[config.mk]
export PLATFORM = sky130hd
export DESIGN_NAME = serial_rx_status
export DESIGN_NICKNAME = d
export VERILOG_FILES = /design/src/rtl/rx_stat_pkg.sv /design/src/rtl/rx_flag_core.sv /design/src/rtl/rx_ctrl_reg.sv /design/src/rtl/rx_irq_gen.sv /design/src/rtl/serial_rx_status.sv
export SDC_FILE = /design/constraint.sdc
export NUM_CORES = 1
export LEC_CHECK = 0
export BUFFER_PORTS_ARGS = -buffer_cell sky130_fd_sc_hd__buf_2
export CELL_PAD_IN_SITES_DETAIL_PLACEMENT = 1
export CELL_PAD_IN_SITES_GLOBAL_PLACEMENT = 1
export CORE_MARGIN = 8
export CORE_UTILIZATION = 43
export CTS_BUF_LIST = sky130_fd_sc_hd__clkbuf_8
export CTS_CLUSTER_SIZE = 40
export DETAILED_ROUTE_END_ITERATION = 12
export PLACE_DENSITY = 0.84
export SKIP_LAST_GASP = 1
export SYNTH_ARGS = -nofsm -noshare
export SYNTH_HDL_FRONTEND = slang
export SYNTH_SLANG_ARGS = --single-unit
[constraint.sdc]
create_clock -name clk -period 1.8 [get_ports clk]
set_input_delay 0.09 -clock clk [delete_from_list [all_inputs] [get_ports clk]]
set_output_delay 0.09 -clock clk [all_outputs]
set_load 0.005 [all_outputs]
[src/rtl/rx_stat_pkg.sv]
package rx_stat_pkg;
  localparam int NFLAG   = 4;
  localparam int F_FULL  = 0;
  localparam int F_OVR   = 1;
  localparam int F_FRM   = 2;
  localparam int F_PAR   = 3;

  typedef enum logic [1:0] {
    SEL_STAT = 2'd0,
    SEL_DATA = 2'd1,
    SEL_CTRL = 2'd2
  } reg_sel_e;
endpackage

[src/rtl/rx_flag_core.sv]
module rx_flag_core #(
  parameter int NF = 4
) (
  input  logic          clk,
  input  logic          rst,
  input  logic [NF-1:0] set_i,
  input  logic          stat_rd,
  input  logic          data_rd,
  output logic [NF-1:0] flags,
  output logic [NF-1:0] armed,
  output logic [NF-1:0] flags_nxt
);
  logic [NF-1:0] armed_nxt;

  for (genvar i = 0; i < NF; i++) begin : g_flag
    logic clr;
    assign clr = data_rd & armed[i];

    always_comb begin
      flags_nxt[i] = set_i[i] | (flags[i] & ~clr);
      if (set_i[i] || data_rd)
        armed_nxt[i] = 1'b0;
      else
        armed_nxt[i] = armed[i] | (stat_rd & flags[i]);
    end

    always_ff @(posedge clk) begin
      if (rst) begin
        flags[i] <= 1'b0;
        armed[i] <= 1'b0;
      end else begin
        flags[i] <= flags_nxt[i];
        armed[i] <= armed_nxt[i];
      end
    end
  end
endmodule

[src/rtl/rx_ctrl_reg.sv]
module rx_ctrl_reg #(
  parameter int NF     = 4,
  parameter int DATA_W = 8
) (
  input  logic              clk,
  input  logic              rst,
  input  logic              we,
  input  logic [DATA_W-1:0] wdata,
  output logic [NF-1:0]     en_q,
  output logic [NF-1:0]     en_nxt
);
  assign en_nxt = we ? wdata[NF-1:0] : en_q;

  always_ff @(posedge clk) begin
    if (rst) en_q <= '0;
    else     en_q <= en_nxt;
  end
endmodule

[src/rtl/rx_irq_gen.sv]
module rx_irq_gen #(
  parameter int NF = 4
) (
  input  logic          clk,
  input  logic          rst,
  input  logic [NF-1:0] flags_nxt,
  input  logic [NF-1:0] en_nxt,
  output logic          irq_rx,
  output logic          irq_err
);
  logic [NF-1:0] hit;
  assign hit = flags_nxt & en_nxt;

  always_ff @(posedge clk) begin
    if (rst) begin
      irq_rx  <= 1'b0;
      irq_err <= 1'b0;
    end else begin
      irq_rx  <= hit[0];
      irq_err <= |hit[NF-1:1];
    end
  end
endmodule

[src/rtl/serial_rx_status.sv]
module serial_rx_status
  import rx_stat_pkg::*;
#(
  parameter int DATA_W = 8,
  parameter int ADDR_W = 2
) (
  input  logic              clk,
  input  logic              rst,
  input  logic              rx_strobe,
  input  logic [DATA_W-1:0] rx_data,
  input  logic              rx_frame_err,
  input  logic              rx_parity_err,
  input  logic              bus_rd,
  input  logic              bus_wr,
  input  logic [ADDR_W-1:0] bus_addr,
  input  logic [DATA_W-1:0] bus_wdata,
  output logic [DATA_W-1:0] bus_rdata,
  output logic              irq_rx,
  output logic              irq_err
);
  localparam int PAD_W = DATA_W - NFLAG;

  logic              stat_rd, data_rd, ctrl_wr;
  logic [NFLAG-1:0]  flags, armed, flags_nxt, set_v;
  logic [NFLAG-1:0]  en_q, en_nxt;
  logic [DATA_W-1:0] data_q;
  logic              room, load, ovr;

  assign stat_rd = bus_rd && (bus_addr == ADDR_W'(SEL_STAT));
  assign data_rd = bus_rd && (bus_addr == ADDR_W'(SEL_DATA));
  assign ctrl_wr = bus_wr && (bus_addr == ADDR_W'(SEL_CTRL));

  // the register has room if empty or being emptied by this data read
  assign room = ~flags[F_FULL] | (data_rd & armed[F_FULL]);
  assign load = rx_strobe & room;
  assign ovr  = rx_strobe & ~room;

  always_comb begin
    set_v        = '0;
    set_v[F_FULL] = load;
    set_v[F_OVR]  = ovr;
    set_v[F_FRM]  = load & rx_frame_err;
    set_v[F_PAR]  = load & rx_parity_err;
  end

  rx_flag_core #(.NF(NFLAG)) u_flags (
    .clk(clk), .rst(rst), .set_i(set_v), .stat_rd(stat_rd), .data_rd(data_rd),
    .flags(flags), .armed(armed), .flags_nxt(flags_nxt)
  );

  rx_ctrl_reg #(.NF(NFLAG), .DATA_W(DATA_W)) u_ctrl (
    .clk(clk), .rst(rst), .we(ctrl_wr), .wdata(bus_wdata),
    .en_q(en_q), .en_nxt(en_nxt)
  );

  rx_irq_gen #(.NF(NFLAG)) u_irq (
    .clk(clk), .rst(rst), .flags_nxt(flags_nxt), .en_nxt(en_nxt),
    .irq_rx(irq_rx), .irq_err(irq_err)
  );

  always_ff @(posedge clk) begin
    if (rst)       data_q <= '0;
    else if (load) data_q <= rx_data;
  end

  always_ff @(posedge clk) begin
    if (rst) begin
      bus_rdata <= '0;
    end else if (bus_rd) begin
      case (bus_addr)
        ADDR_W'(SEL_STAT): bus_rdata <= {{PAD_W{1'b0}}, flags};
        ADDR_W'(SEL_DATA): bus_rdata <= data_q;
        ADDR_W'(SEL_CTRL): bus_rdata <= {{PAD_W{1'b0}}, en_q};
        default:           bus_rdata <= '0;
      endcase
    end
  end
endmodule

==> reports/results.ini, run 1 <==
[route]
first_pass_iters=3
vias=1035
routed_wl_um=3260
wl_per_cell_um=17.0
antenna_left=0
drt_iter0_drc=45
route.detailed.drc=0
routed_via_density=5.39

[critical_path]
startpoint_type=flip-flop
path_cells=nand4b_1 -> a21boi_2 -> buf_4 -> mux2i_1 -> nor2_1
rr_startpoint=u_flags.armed[0]
cp_max_fo=10
cp-end-kind=flip-flop
cp.arrival_ns=1.58
cp_slowest_stage_delay_ns=0.33
r2r_cells=5
cp.required_ns=1.95
r2r_end=data_q[0]
criticalPathCategory=flip-flop to flip-flop
cp_slowest_cell=dfxtp_1
r2r_slack_ns=0.37

[clock_network]
cts_hold_buf=0
clock_path_buffers=2
clk_latency_ns=0.28
cts_resized=0
clk_pin_slew_ns=0.06
htreeDepth=2
cts_root_buffer=clkbuf_8
post_cts_buffers=0
tritoncts=done
cts_sinks=30
cts_made_buffers=5

[global_route]
grt_max_degree=28
grt_pass1_wl_um=5550
grt-ovfl-total=0
grt_pass1_vias=1173
track_usage=0.139
antenna_found_initial=0

[pwr]
power_frac_clock=0.389
combPwrFrac=0.106
pwr-share-seq=0.506
vdd.ir_drop.worst_uv=612
internal_power_mw=1.06
power_density_mw_per_mm2=943
p_leak_nw=0.685
power_mw=1.41
power_switching_mw=0.347
switching_share=0.246

[timing]
finalSetupViolCount=0
setup-tns-final_ns=0
finalMaxSlewViolations=0
worst_pin_slew_ns=0.519
hold_violations=0
rsz0062_at_grt=no
fmax_ghz=0.698
skew_ns=0.00533
slew_headroom=0.654
period_share=0.796
finalCriticalPeriod_ns=1.43

[placed_design]
gp_congestion=0.863
port_buffers=30
dp_cells=184
hpwl_um=2480

[min_path]
whs_path_depth=2
min_from=rx_parity_err
hold_end=u_flags.armed[3]
hp-class=input pin to flip-flop

[die]
die_x_um=69.9
ios=35
dieArea_mm2=0.00489
die_h_um=69.9
core_mm2=0.00276
rows=19
initial_utilization=0.454

[yosys]
synth_seq_cells=30
yosysWarnings=0
synth_seq_area_share=0.480
avgSynthCellArea_um2=9.78
ys_dominant_reg_cell=dfxtp_1
netlist_area_mm2=0.00125
netlist_instances=128
synth_edf_count=0
ys_async_sr_fraction=0
syn_nets=153
ys_types=30

[finish]
fin_cells=192
fin_nets=185
n_antenna_cell=0
layout-drive-gt1-share=0.292
layout.cells.most_common_list=dfxtp_1, buf_2, nor2_1
area_growth_pct=19.4

[job]
cap_violations=0

[status]
status=finished clean

==> per-stage QoR <==
step	cell area, um^2	setup WS (ns)	util	hold WS (ns)
finish	1490	0.367	0.542	0.0119
global route	1490	0.269	0.542	0.0153
CTS	1490	0.347	0.542	0.0109
detailed placement	1400	0.336	0.509	0.310
global placement	1400	0.383	0.509	0.302
floorplan	1250	0.620	-	0.179
==> per-layer routing <==
layer  global-route usage  routed length [um]
met1                0.142                1400
met2                0.240                1630
met3               0.0523                 191
met4               0.0759                  41
met5                    0                   0
==> worst max-delay path: cells and delay by family, from the launching register on <==
kind                   cells  cell delay [ns]
flip-flops                 1             0.33
AND/OR/NAND/NOR            2             0.28
multiplexers               1             0.23
buffers and inverters      1             0.23
AO/OA/AOI/OAI              1             0.23
==> area by class of cell <==
type                    count  area (um^2)
clock buffers               6         82.6
clock inverters             2         8.76
fillers                   337         1260
inverters                   1         3.75
multi-input cells          89          587
flip-flops and latches     30          601
well taps                  31         38.8
repair buffers             33          173
==> cells by family (layout without fill, tap and decap cells) <==
family / count (synthesis) / count (layout) / share of synthesized area
and+or+nand+nor: 44 / 44 / 0.182
AOI/OAI and AO/OA: 31 / 31 / 0.174
DFF: 30 / 30 / 0.480
muxes: 14 / 14 / 0.113
buffers and inverters: 9 / 42 / 0.0510
==> worst max-delay path by stage <==
stage                     startpoint       endpoint  slack, ns  cells past startpoint
finish              u_flags.armed[0]      data_q[0]       0.37                      5
global route        u_flags.armed[0]      data_q[2]       0.27                      5
floorplan           u_flags.armed[0]      data_q[5]       0.62                      5
global placement         bus_addr[0]  u_irq.irq_err       0.38                      5
CTS                 u_flags.armed[0]      data_q[0]       0.35                      5
detailed placement       bus_addr[0]  u_irq.irq_err       0.34                      5
==> state kept, by name (all words and copies together), names as in the netlist <==
register,cells
bus_rdata,8
u_flags.flags,4
data_q,8
u_ctrl.en_q,4
u_flags.armed,4
u_irq.irq_rx,1
u_irq.irq_err,1
==> power groups by stage <==
stage / clock network (mW) / logic (mW) / registers (mW)
global placement: 0 / 0.141 / 0.723
CTS: 0.556 / 0.151 / 0.712
global route: 0.585 / 0.164 / 0.716
floorplan: 0 / 0.0986 / 0.721
detailed placement: 0 / 0.150 / 0.727
finish: 0.548 / 0.149 / 0.712
==> cell usage after synthesis, drive strengths merged, types with 2 or more instances <==
cell type  instances  area, um^2
nor2b              5        31.3
a211oi             5        42.5
dfxtp             30         601
nor4               2        12.5
nand3              3        15.0
clkbuf             4        15.0
o21a               2        15.0
nand2              4        17.5
nor2              23        86.3
mux2i             13         130
a21boi             2        18.8
and2               3        20.0
a2111oi            2        23.8
a21oi             16        80.1
buf                4        45.0
Power figures use the tool's default switching activity.
==> inputs of run 2 (changes only) <==
--- a/config.mk
+++ b/config.mk
@@ -9,11 +9,11 @@
 export CELL_PAD_IN_SITES_DETAIL_PLACEMENT = 1
 export CELL_PAD_IN_SITES_GLOBAL_PLACEMENT = 1
 export CORE_MARGIN = 8
-export CORE_UTILIZATION = 43
+export CORE_UTILIZATION = 40
 export CTS_BUF_LIST = sky130_fd_sc_hd__clkbuf_8
 export CTS_CLUSTER_SIZE = 40
 export DETAILED_ROUTE_END_ITERATION = 12
-export PLACE_DENSITY = 0.84
+export PLACE_DENSITY = 0.79
 export SKIP_LAST_GASP = 1
 export SYNTH_ARGS = -nofsm -noshare
 export SYNTH_HDL_FRONTEND = slang
==> constraint.sdc (replaced) <==
create_clock -name clk -period 1.35 [get_ports clk]
set_input_delay 0.0675 -clock clk [delete_from_list [all_inputs] [get_ports clk]]
set_output_delay 0.0675 -clock clk [all_outputs]
set_load 0.005 [all_outputs]
==> reports/results.ini, run 2 (synthesized netlist as in run 1, its figures left out) <==
[clock_network]
cts_sinks=30
clk_pin_slew_ns=0.07
cts_root_buffer=clkbuf_8
cts_made_buffers=5
clk_latency_ns=0.29
clock_path_buffers=2
htreeDepth=2
tritoncts=done

[critical_path]
cp-end-kind=flip-flop
r2r_end=data_q[0]
cp.arrival_ns=1.52
criticalPathCategory=flip-flop to flip-flop
r2r_slack_ns=0.01
cp_slowest_cell=dfxtp_2
cp_max_fo=4
crit_buf_inv=1
cp.required_ns=1.53
r2r_cells=5
crit_family=flip-flops
cp_slowest_stage_delay_ns=0.33
path_cells=nand4b_1 -> a21boi_4 -> buf_6 -> mux2i_1 -> nor2_1
rr_startpoint=u_flags.armed[0]
startpoint_type=flip-flop

[timing]
fmax_ghz=0.748
worst_pin_slew_ns=0.379
slew_headroom=0.747
finalSetupViolCount=0
period_share=0.990
hold_violations=0
rsz0062_at_grt=yes
finalCriticalPeriod_ns=1.34
setup-tns-final_ns=0
finalMaxSlewViolations=0
skew_ns=0.00807

[pwr]
power_density_mw_per_mm2=1410
combPwrFrac=0.099
internal_power_mw=1.82
pwr-share-seq=0.411
p_leak_nw=0.760
power_switching_mw=0.491
switching_share=0.212
vdd.ir_drop.worst_uv=1050
power_frac_clock=0.490

[min_path]
whs_path_depth=3
hold_end=data_q[2]
min_from=rx_data[2]
hp-class=input pin to flip-flop

[die]
die_x_um=71.9
rows=20
core_mm2=0.00300
ios=35
initial_utilization=0.417
die_h_um=71.9
dieArea_mm2=0.00517

[finish]
fin_nets=195
area_growth_pct=31.6
layout.cells.most_common_list=buf_2, dfxtp_1, nor2_1
layout-drive-gt1-share=0.351
top_regs=bus_rdata (8), data_q (8)
design_area_mm2=0.00165
layout_commonest_cell=buf_2
n_antenna_cell=0

[global_route]
grt-ovfl-total=0
track_usage=0.147
antenna_found_initial=0
grt_pass1_wl_um=5730
grt_max_degree=19
grt_pass1_vias=1214

[route]
antenna_left=0
routed_wl_um=3610
routed_via_density=5.34
wl_per_cell_um=17.7
route.detailed.drc=0
drt_iter0_drc=27
first_pass_iters=4
vias=1090

[placed_design]
hpwl_um=2640
gp_congestion=0.773
port_buffers=30
place_area_mm2=0.00146

[job]
cap_violations=0

[status]
status=finished clean

==> run 2: worst min-delay path: stages <==
cell and delay [ns]:
buf_2 0.08, mux2i_1 0.06, nor2_1 0.07
==> run 2: metal layers <==
metal  vias to the layer above  global-route usage  share of wire
li1                        531                   -              -
met1                       515               0.141           0.39
met2                        34               0.255           0.52
met3                        10              0.0661          0.065
met4                         0              0.0839          0.030
met5                         -                   0              0
==> run 2: worst max-delay path by stage <==
stage	from	endpoint	slack (ns)	cells after the start
floorplan	u_flags.armed[0]	data_q[5]	0.17	5
global placement	u_flags.armed[0]	data_q[5]	0.02	5
detailed placement	u_flags.armed[0]	data_q[6]	-0.04	5
CTS	u_flags.armed[0]	data_q[0]	0.02	5
global route	u_flags.armed[0]	data_q[0]	-0.04	5
finish	u_flags.armed[0]	data_q[0]	0.01	5
==> run 2: what timing repair did <==
| item | 4_1_cts | 5_1_grt |
|---|---|---|
| buffers inserted | 1 | 1 |
| gates resized for setup | 0 | 6 |
| pin swaps | 1 | 2 |
| hold endpoints to repair | 1 | 0 |
| hold buffers | 1 | 0 |
| endpoints found under the setup margin | 7 | 8 |
==> run 2: area by class of cell <==
cell class                 count  area, um^2
clock buffer                   6        82.6
clock inverter                 2        60.1
fill                         353        1360
inverter                       1        3.75
multi-input combinational     89         598
sequential                    30         603
tap                           33        41.3
timing repair buffer          43         258
==> run 2: power groups by stage <==
stage                     clock network (mW)  logic [mW]  registers, mW
after floorplan                            0       0.131          0.961
after global placement                     0       0.205          0.965
after detailed placement                   0       0.215          0.968
after CTS                               1.15       0.221          0.949
after global routing                    1.19       0.251          0.954
final                                   1.13       0.229          0.950
==> run 2: metrics by stage <==
stage	power, mW	std cells	utilization	worst slack (ns)	hold WS, ns
2_1_floorplan	1.09	128	-	0.170	0.157
3_3_place_gp	1.17	193	0.485	0.0166	0.277
3_5_place_dp	1.18	193	0.485	-0.0404	0.288
4_1_cts	2.32	203	0.539	0.0177	0.00979
5_1_grt	2.40	204	0.548	-0.0361	0.0330
6_report	2.31	204	0.548	0.0130	0.0127
